===== config.mk =====
export PLATFORM = sky130hd
export DESIGN_NAME = tso_store_buffer
export DESIGN_NICKNAME = d
export VERILOG_FILES = /design/src/rtl/tsb_pkg.sv /design/src/rtl/tsb_fifo.sv /design/src/rtl/tsb_forward.sv /design/src/rtl/tsb_fence.sv /design/src/rtl/tso_store_buffer.sv
export SDC_FILE = /design/constraint.sdc
export NUM_CORES = 1
export LEC_CHECK = 0
export ABC_CLOCK_PERIOD_IN_PS = 7550
export BUFFER_PORTS_ARGS = -buffer_cell sky130_fd_sc_hd__buf_2
export CORE_UTILIZATION = 52
export CTS_CLUSTER_SIZE = 16
export DETAILED_ROUTE_END_ITERATION = 12
export PLACE_DENSITY = 0.83
export SYNTH_ARGS = -nofsm -noshare
export SYNTH_HDL_FRONTEND = slang
export SYNTH_SLANG_ARGS = --single-unit

===== constraint.sdc =====
create_clock -name clk -period 7.55 [get_ports clk]
set_input_delay 1.1325 -clock clk [delete_from_list [all_inputs] [get_ports clk]]
set_output_delay 1.1325 -clock clk [all_outputs]
set_load 0.01 [all_outputs]

===== src/rtl/tsb_pkg.sv =====
package tsb_pkg;
    localparam int TSB_ADDR_W = 16;
    localparam int TSB_DATA_W = 32;

    typedef struct packed {
        logic [TSB_ADDR_W-1:0] addr;
        logic [TSB_DATA_W-1:0] data;
    } tsb_entry_t;
endpackage


===== src/rtl/tsb_fifo.sv =====
// Circular store queue; DEPTH must be a power of two so pointers wrap freely.
module tsb_fifo
    import tsb_pkg::*;
#(
    parameter int DEPTH = 4,
    localparam int IW = (DEPTH > 1) ? $clog2(DEPTH) : 1,
    localparam int CW = $clog2(DEPTH + 1)
) (
    input  logic          clk,
    input  logic          rst_n,
    input  logic          push,
    input  tsb_entry_t    push_entry,
    input  logic          pop,
    output tsb_entry_t    slots [DEPTH],
    output logic [IW-1:0] head,
    output logic [CW-1:0] count
);
    typedef struct packed {
        logic [IW-1:0] head;
        logic [IW-1:0] tail;
        logic [CW-1:0] count;
    } ptr_t;

    ptr_t       ptr_d, ptr_q;
    tsb_entry_t mem_q [DEPTH];

    always_comb begin
        ptr_d = ptr_q;
        if (push) ptr_d.tail = ptr_q.tail + IW'(1);
        if (pop)  ptr_d.head = ptr_q.head + IW'(1);
        ptr_d.count = ptr_q.count + CW'(push) - CW'(pop);
    end

    always_ff @(posedge clk or negedge rst_n) begin
        if (!rst_n) ptr_q <= '0;
        else        ptr_q <= ptr_d;
    end

    always_ff @(posedge clk) begin
        if (push) mem_q[ptr_q.tail] <= push_entry;
    end

    assign slots = mem_q;
    assign head  = ptr_q.head;
    assign count = ptr_q.count;
endmodule


===== src/rtl/tsb_forward.sv =====
// Youngest-match search: scan oldest to youngest, later matches overwrite.
module tsb_forward
    import tsb_pkg::*;
#(
    parameter int DEPTH = 4,
    localparam int IW = (DEPTH > 1) ? $clog2(DEPTH) : 1,
    localparam int CW = $clog2(DEPTH + 1)
) (
    input  tsb_entry_t            slots [DEPTH],
    input  logic [IW-1:0]         head,
    input  logic [CW-1:0]         count,
    input  logic [TSB_ADDR_W-1:0] ld_addr,
    output logic                  hit,
    output logic [TSB_DATA_W-1:0] data
);
    always_comb begin
        logic [IW-1:0] idx;
        hit  = 1'b0;
        data = '0;
        for (int k = 0; k < DEPTH; k++) begin
            idx = head + IW'(k);
            if ((CW'(k) < count) && (slots[idx].addr == ld_addr)) begin
                hit  = 1'b1;
                data = slots[idx].data;
            end
        end
    end
endmodule


===== src/rtl/tsb_fence.sv =====
// Counts the stores older than the most recent fence down to zero.
module tsb_fence #(
    parameter int DEPTH = 4,
    localparam int CW = $clog2(DEPTH + 1)
) (
    input  logic          clk,
    input  logic          rst_n,
    input  logic          fence_in,
    input  logic          st_fire,
    input  logic          drain_fire,
    input  logic [CW-1:0] occupancy,
    output logic          stall
);
    typedef struct packed {
        logic [CW-1:0] older;
    } fence_t;

    fence_t f_d, f_q;

    always_comb begin
        f_d = f_q;
        if (fence_in)
            f_d.older = occupancy + CW'(st_fire) - CW'(drain_fire);
        else if (drain_fire && (f_q.older != '0))
            f_d.older = f_q.older - CW'(1);
        stall = (f_q.older != '0) || (fence_in && ((occupancy != '0) || st_fire));
    end

    always_ff @(posedge clk or negedge rst_n) begin
        if (!rst_n) f_q <= '0;
        else        f_q <= f_d;
    end
endmodule


===== src/rtl/tso_store_buffer.sv =====
module tso_store_buffer
    import tsb_pkg::*;
#(
    parameter int DEPTH = 4
) (
    input  logic                  clk,
    input  logic                  rst_n,
    input  logic                  st_valid,
    output logic                  st_ready,
    input  logic [TSB_ADDR_W-1:0] st_addr,
    input  logic [TSB_DATA_W-1:0] st_data,
    output logic                  cache_wr_valid,
    input  logic                  cache_wr_ack,
    output logic [TSB_ADDR_W-1:0] cache_wr_addr,
    output logic [TSB_DATA_W-1:0] cache_wr_data,
    input  logic [TSB_ADDR_W-1:0] ld_addr,
    output logic                  ld_hit,
    output logic [TSB_DATA_W-1:0] ld_data,
    input  logic                  fence_in,
    output logic                  fence_stall,
    input  logic                  rmw_valid,
    output logic                  rmw_go
);
    localparam int IW = (DEPTH > 1) ? $clog2(DEPTH) : 1;
    localparam int CW = $clog2(DEPTH + 1);

    tsb_entry_t    slots [DEPTH];
    tsb_entry_t    push_entry;
    logic [IW-1:0] head;
    logic [CW-1:0] count;
    logic          st_fire, drain_fire;

    assign st_ready       = (count != CW'(DEPTH));
    assign st_fire        = st_valid && st_ready;
    assign cache_wr_valid = (count != '0);
    assign drain_fire     = cache_wr_valid && cache_wr_ack;
    assign push_entry     = '{addr: st_addr, data: st_data};
    assign cache_wr_addr  = slots[head].addr;
    assign cache_wr_data  = slots[head].data;
    assign rmw_go         = rmw_valid && (count == '0);

    tsb_fifo #(.DEPTH(DEPTH)) u_fifo (
        .clk(clk), .rst_n(rst_n), .push(st_fire), .push_entry(push_entry),
        .pop(drain_fire), .slots(slots), .head(head), .count(count)
    );

    tsb_forward #(.DEPTH(DEPTH)) u_fwd (
        .slots(slots), .head(head), .count(count), .ld_addr(ld_addr),
        .hit(ld_hit), .data(ld_data)
    );

    tsb_fence #(.DEPTH(DEPTH)) u_fence (
        .clk(clk), .rst_n(rst_n), .fence_in(fence_in), .st_fire(st_fire),
        .drain_fire(drain_fire), .occupancy(count), .stall(fence_stall)
    );
endmodule


==> flow_metrics.tcl, run 1 <==
set metrics [dict create \
    required_ns 6.42 \
    ys_ff_latch 202 \
    finalPower_mw 5.75 \
    synth_enable_flop_cells 192 \
    cp_slowest_stage_delay_ns 1.14 \
    reg2reg_from "u_fifo.count[1]" \
    place_congestion 0.960 \
    p_per_area_nw_per_um2 398 \
    rsz0062_at_grt "false" \
    worst_slew_pin_slew_ns 1.19 \
    rrSetupSlack_ns 5.28 \
    postCtsSetupBuffers 0 \
    seq_area_frac_synth 0.468 \
    cts_max_level 1 \
    grt_pass1_wl_um 51300 \
    synth_area_um2 12900 \
    irDropWorstVdd_mv 0.265 \
    crit_path_top_delay_cell "dfrtp_4" \
    cts_resized 0 \
    grt_use_total 0.254 \
    clock-sinks 202 \
    antenna_found_initial 4 \
    fmax_ghz 0.158 \
    synth_cell_type_count 61 \
    drcViolationCount 0 \
    first_pass_iters 6 \
    pre_cts_ws_ns 1.78 \
    worst_setup_path_end_kind "primary output" \
    ctsLongestPathBuffers 3 \
    setup_violations 0 \
    ys_top_cells_by_area "edfxtp_1 (45%), mux2i_1 (13%), mux4_2 (5.3%), xnor2_1 (3.1%), mux2_2 (3.0%)" \
    ys.flop_type "edfxtp_1" \
    r2r_end "u_fence.f_q[1]" \
    pwr-share-clk 0.189 \
    seqPwrFrac 0.305 \
    p_leak_nw 5.52 \
    cts_buffers 22 \
    start_util 0.529 \
    rr_worst_depth 9 \
    final_nets 1224 \
    hp-class "in2async" \
    port-buffer-count 154 \
    setup_slack_ns 1.20 \
    grt-ovfl-total 0 \
    maxSlewViolCount 0 \
    die_x_um 159 \
    via_per_inst 6.48 \
    hold_buffers 0 \
    netSwitchingFraction 0.400 \
    path_cells "buf_4 -> mux2i_1 -> xnor2_1 -> or4b_1 -> a211oi_2 -> nand2_4 -> inv_1 -> o311a_1 -> a221oi_2 -> buf_2" \
    grt_use_met3 0.0341 \
    crit_arrival_ns 5.21 \
    yosysTopAreaCell "edfxtp_1" \
    path_delay_family "buffers and inverters" \
    power_switching_mw 2.30 \
    hold_viol 0 \
    cp_num_buf_inv 3 \
    utilization 0.594 \
    synth.most_common_cell "edfxtp_1" \
    pwr-share-comb 0.506 \
    critPathKind "reg2out" \
    wl_per_cell_um 21.9 \
    yosysTopAreaCellShare 0.448 \
    yosys_warnings 0 \
    grt_max_degree 77 \
    ant_nets 0 \
    initialDrtViolationCount 888 \
    grt_pass1_vias 9684 \
    synth_commonest_cells "edfxtp_1 (192), mux2i_1 (161), nor2_1 (66)" \
    syn_area_per_cell_um2 12.3 \
    fin_skew_ns 0.00693 \
    cts-root-buf "clkbuf_16" \
    rows 57 \
    dpl.hpwl_um 20900 \
    setup_tns_ns 0 \
    ios 155 \
    grtUsageMet1 0.330 \
    use_met2 0.420 \
    clock_latency_ns 0.51 \
    vias 9635 \
    status "complete, no violations" \
    critPathMaxFanout 76 \
    dieArea_um2 25400 \
    cts_tree "done" \
    top_usage_layer "met2" \
    syn_inst 1043 \
    core_area_um2 24300 \
    internal_power_mw 3.45 \
    maxCapViolCount 0 \
    path_clk_slew_ns 0.06 \
    slew_headroom 0.205 \
    synthArstFlopShare 0.0495 \
    fin_crit_ns 6.35 \
    layout-drive-gt1-share 0.267 \
    finalCritPeriodShare 0.840 \
    routed_wl_um 32600 \
    die_y_um 159 \
    area_growth_pct 12.3 \
    synth_fp_nets 1124 \
    startpoint_type "flop" \
]
==> worst max-delay path by stage <==
stage	from	end	slack, ns	cells after the start
4_1_cts	u_fifo.head[0]	ld_data[2]	1.23	9
3_5_place_dp	u_fifo.head[1]	ld_data[31]	1.78	10
5_1_grt	u_fifo.head[1]	ld_data[2]	0.86	9
3_3_place_gp	u_fifo.head[1]	ld_data[31]	1.86	10
2_1_floorplan	ld_addr[9]	ld_data[9]	2.84	11
6_report	u_fifo.head[1]	ld_data[13]	1.20	10
==> cell families after synthesis <==
family | count (synthesis) | share of synthesized area
XOR/XNOR | 59 | 0.0402
multiplexers | 227 | 0.210
AND/OR/NAND/NOR | 184 | 0.0718
flip-flops | 202 | 0.468
adder cells (fa/ha/maj) | 11 | 0.0113
AO/OA/AOI/OAI | 249 | 0.157
buffers and inverters | 111 | 0.0427
==> state kept, by name, summed over array words and instances (netlist names) <==
name / flops
u_fence.f_q: 3
u_fifo.slots: 192
u_fifo.ptr_q: 2
u_fifo.head: 2
u_fifo.count: 3
==> cell usage in the layout, fill, tap and decap left out, types with 22 or more instances in the layout <==
cell	Yosys	final
edfxtp_1	192	192
mux2i_1	161	161
buf_2	28	154
nor2_1	66	66
a21oi_1	47	47
xnor2_1	46	46
mux2_2	34	34
a221o_1	31	31
o21ai_0	31	31
mux4_2	30	30
clkbuf_16	0	23
nand3_1	22	22
==> stage by stage <==
| stage | hold WS (ns) | area (µm²) | std cells |
|---|---|---|---|
| after floorplan | 0.545 | 12900 | 1043 |
| after global placement | 0.570 | 13700 | 1443 |
| after detailed placement | 0.583 | 13700 | 1443 |
| after CTS | 0.469 | 14400 | 1482 |
| after global routing | 0.476 | 14400 | 1485 |
| final | 0.480 | 14500 | 1487 |
==> area by class of cell <==
type                    count  area (µm²)
diodes                      5        12.5
clock buffers              25         583
clock inverters            14         143
fillers                  1905        9870
inverters                  16        60.1
multi-input cells         730        6330
flip-flops and latches    202        6020
well taps                 324         405
repair buffers            171         898
==> power groups by stage <==
stage / logic [mW] / registers (mW) / clock network, mW
final: 2.91 / 1.75 / 1.09
after global routing: 3.13 / 1.79 / 1.14
after CTS: 2.90 / 1.75 / 1.10
after detailed placement: 2.89 / 1.77 / 0
after global placement: 2.84 / 1.75 / 0
after floorplan: 2.29 / 1.59 / 0
==> per-layer routing <==
metal  vias up  share of wire
li1       4335              -
met1      4792           0.42
met2       424           0.48
met3        84          0.068
met4         0          0.038
met5         -              0
Power figures use the tool's default switching activity.
==> run 2: changes to the inputs <==
ABC_CLOCK_PERIOD_IN_PS = 5350   (was 7550)
PLACE_DENSITY = 0.85   (was 0.83)
clock period = 5.35 ns   (was 7.55 ns; I/O delays follow)
==> run 2 against run 1 <==
- die area unchanged
- final area increased by 1.7%
- via count increased by 1.0%
- final cell count increased by 1.0%
- highest routed layer unchanged
==> flow_metrics.tcl, run 2 (same netlist as run 1, synthesis figures left out) <==
set metrics [dict create \
    layout-drive-gt1-share 0.280 \
    clock_latency_ns 0.53 \
    wl_per_cell_um 21.8 \
    path_cells "buf_4 -> mux2i_1 -> o21ai_0 -> o21ai_0 -> nand4_1 -> or3_1 -> and2_2 -> buf_12 -> a221o_1 -> a222oi_1 -> buf_2" \
    pwr-share-clk 0.197 \
    area_growth_pct 14.2 \
    critPathKind "reg2out" \
    hold_viol 0 \
    layout_common_cells "edfxtp_1 (192), mux2i_1 (161), buf_2 (154)" \
    ios 155 \
    vias 9735 \
    routed_wl_um 32800 \
    fin_skew_ns 0.0122 \
    irDropWorstVdd_mv 0.375 \
    rsz0062_at_grt "false" \
    worst_slew_pin_slew_ns 0.921 \
    fin_cells 1502 \
    dieArea_um2 25400 \
    largest_reg_flops 192 \
    p_leak_nw 5.63 \
    critPathMaxFanout 46 \
    rrSetupSlack_ns 3.00 \
    cp_slowest_stage_delay_ns 0.66 \
    cts_tree "done" \
    fmax_ghz 0.195 \
    finalCritPeriodShare 0.961 \
    crit_arrival_ns 4.34 \
    grt_pass1_vias 9462 \
    layout_commonest_cell "edfxtp_1" \
    path_clk_slew_ns 0.06 \
    status "complete, no violations" \
    endpoint "ld_data[19]" \
    maxSlewViolCount 0 \
    worst_setup_path_end_kind "primary output" \
    path_delay_family "simple AND/OR/NAND/NOR gates" \
    start_util 0.529 \
    cp_num_buf_inv 3 \
    seqPwrFrac 0.282 \
    pre_cts_ws_ns 0.555 \
    crit_path_top_delay_cell "dfrtp_4" \
    rows 57 \
    grt_use_total 0.250 \
    grt-ovfl-total 0 \
    die_x_um 159 \
    pwr-share-comb 0.520 \
    final_nets 1239 \
    p_per_area_nw_per_um2 564 \
    r2r_end "u_fifo.slots[0]" \
    fin_crit_ns 5.14 \
    setup_slack_ns 0.211 \
    die_y_um 159 \
    slew_headroom 0.386 \
    cts_buffers 24 \
    internal_power_mw 4.97 \
    ant_nets 0 \
    grt_max_degree 77 \
    maxCapViolCount 0 \
    netSwitchingFraction 0.400 \
    grt_pass1_wl_um 50500 \
    initialDrtViolationCount 909 \
    rr_worst_depth 4 \
    dp.cells 1454 \
    required_ns 4.55 \
    clock-sinks 202 \
    final_cell_area_um2 14700 \
    power_switching_mw 3.32 \
    via_per_inst 6.48 \
    nFillCells 1842 \
    port-buffer-count 154 \
    first_pass_iters 5 \
    worstSetupPathDepth 11 \
    hp-class "in2async" \
    drcViolationCount 0 \
    setup_violations 0 \
    dpl.hpwl_um 21200 \
    hold_ws_ns 0.132 \
    ctsLongestPathBuffers 3 \
    cts-root-buf "clkbuf_16" \
    cp-startpoint "u_fifo.head[1]" \
    setup_tns_ns 0 \
    core_area_um2 24300 \
    reg2reg_from "u_fifo.count[1]" \
    antenna_found_initial 2 \
    startpoint_type "flop" \
    place_congestion 0.885 \
    critPathMostFrequentCell "o21ai_0" \
    cts_max_level 1 \
    place_area_um2 13800 \
]
==> run 2: cell types whose count changed in the layout (fill, tap and decap cells not counted), moves of 2 or more <==
cell	change
clkbuf_16	+2
clkinv_1	-3
clkinvlp_4	+3
diode_2	-2
buf_4	+8
buf_12	+3
clkinv_4	+2
==> run 2: area by class of cell <==
type / instances / area (µm²) / share of cell area
clock inverters: 17 / 188 / 0.0128
inverters: 16 / 60.1 / 0.00409
multi-input cells: 730 / 6330 / 0.431
diodes: 3 / 7.51 / 0.000511
well taps: 324 / 405 / 0.0276
flip-flops and latches: 202 / 6020 / 0.410
repair buffers: 184 / 1070 / 0.0729
clock buffers: 26 / 608 / 0.0414
==> run 2: worst min-delay path by stage <==
stage	startpoint	end	slack, ns	cells past startpoint
2_1_floorplan	rst_n	u_fence.f_q[0]	0.51	0
3_3_place_gp	u_fence.f_q[2]	u_fence.f_q[2]	0.57	2
3_5_place_dp	u_fence.f_q[0]	u_fence.f_q[0]	0.59	2
4_1_cts	rst_n	u_fifo.ptr_q[3]	0.13	1
5_1_grt	rst_n	u_fifo.ptr_q[3]	0.14	1
6_report	rst_n	u_fence.f_q[2]	0.13	1
==> run 2: per-stage QoR <==
step	util	power (mW)
5_1_grt	0.604	8.72
3_5_place_dp	0.569	6.57
6_report	0.604	8.29
3_3_place_gp	0.569	6.47
4_1_cts	0.602	8.23
2_1_floorplan	-	5.48
==> run 2: repair_timing <==
action | 4_1_cts | 5_1_grt
setup buffers | 0 | 2
resized for setup | 1 | 0
setup endpoints to repair | 1 | 25
hold buffers | 0 | 0
==> run 2: metal layers <==
layer  vias to the layer above  track usage  wire length (µm)
met4                         0        0.126              1390
met3                       107       0.0396              2490
met5                         -            0                 0
met2                       482        0.403             15600
met1                      4787        0.327             13300
li1                       4359            -                 -
==> run 2: power by group through the flow <==
stage / combinational [mW] / sequential [mW] / clock (mW)
2_1_floorplan: 3.23 / 2.25 / 0
3_3_place_gp: 4.09 / 2.38 / 0
3_5_place_dp: 4.17 / 2.40 / 0
4_1_cts: 4.20 / 2.38 / 1.65
5_1_grt: 4.63 / 2.38 / 1.72
6_report: 4.31 / 2.34 / 1.64
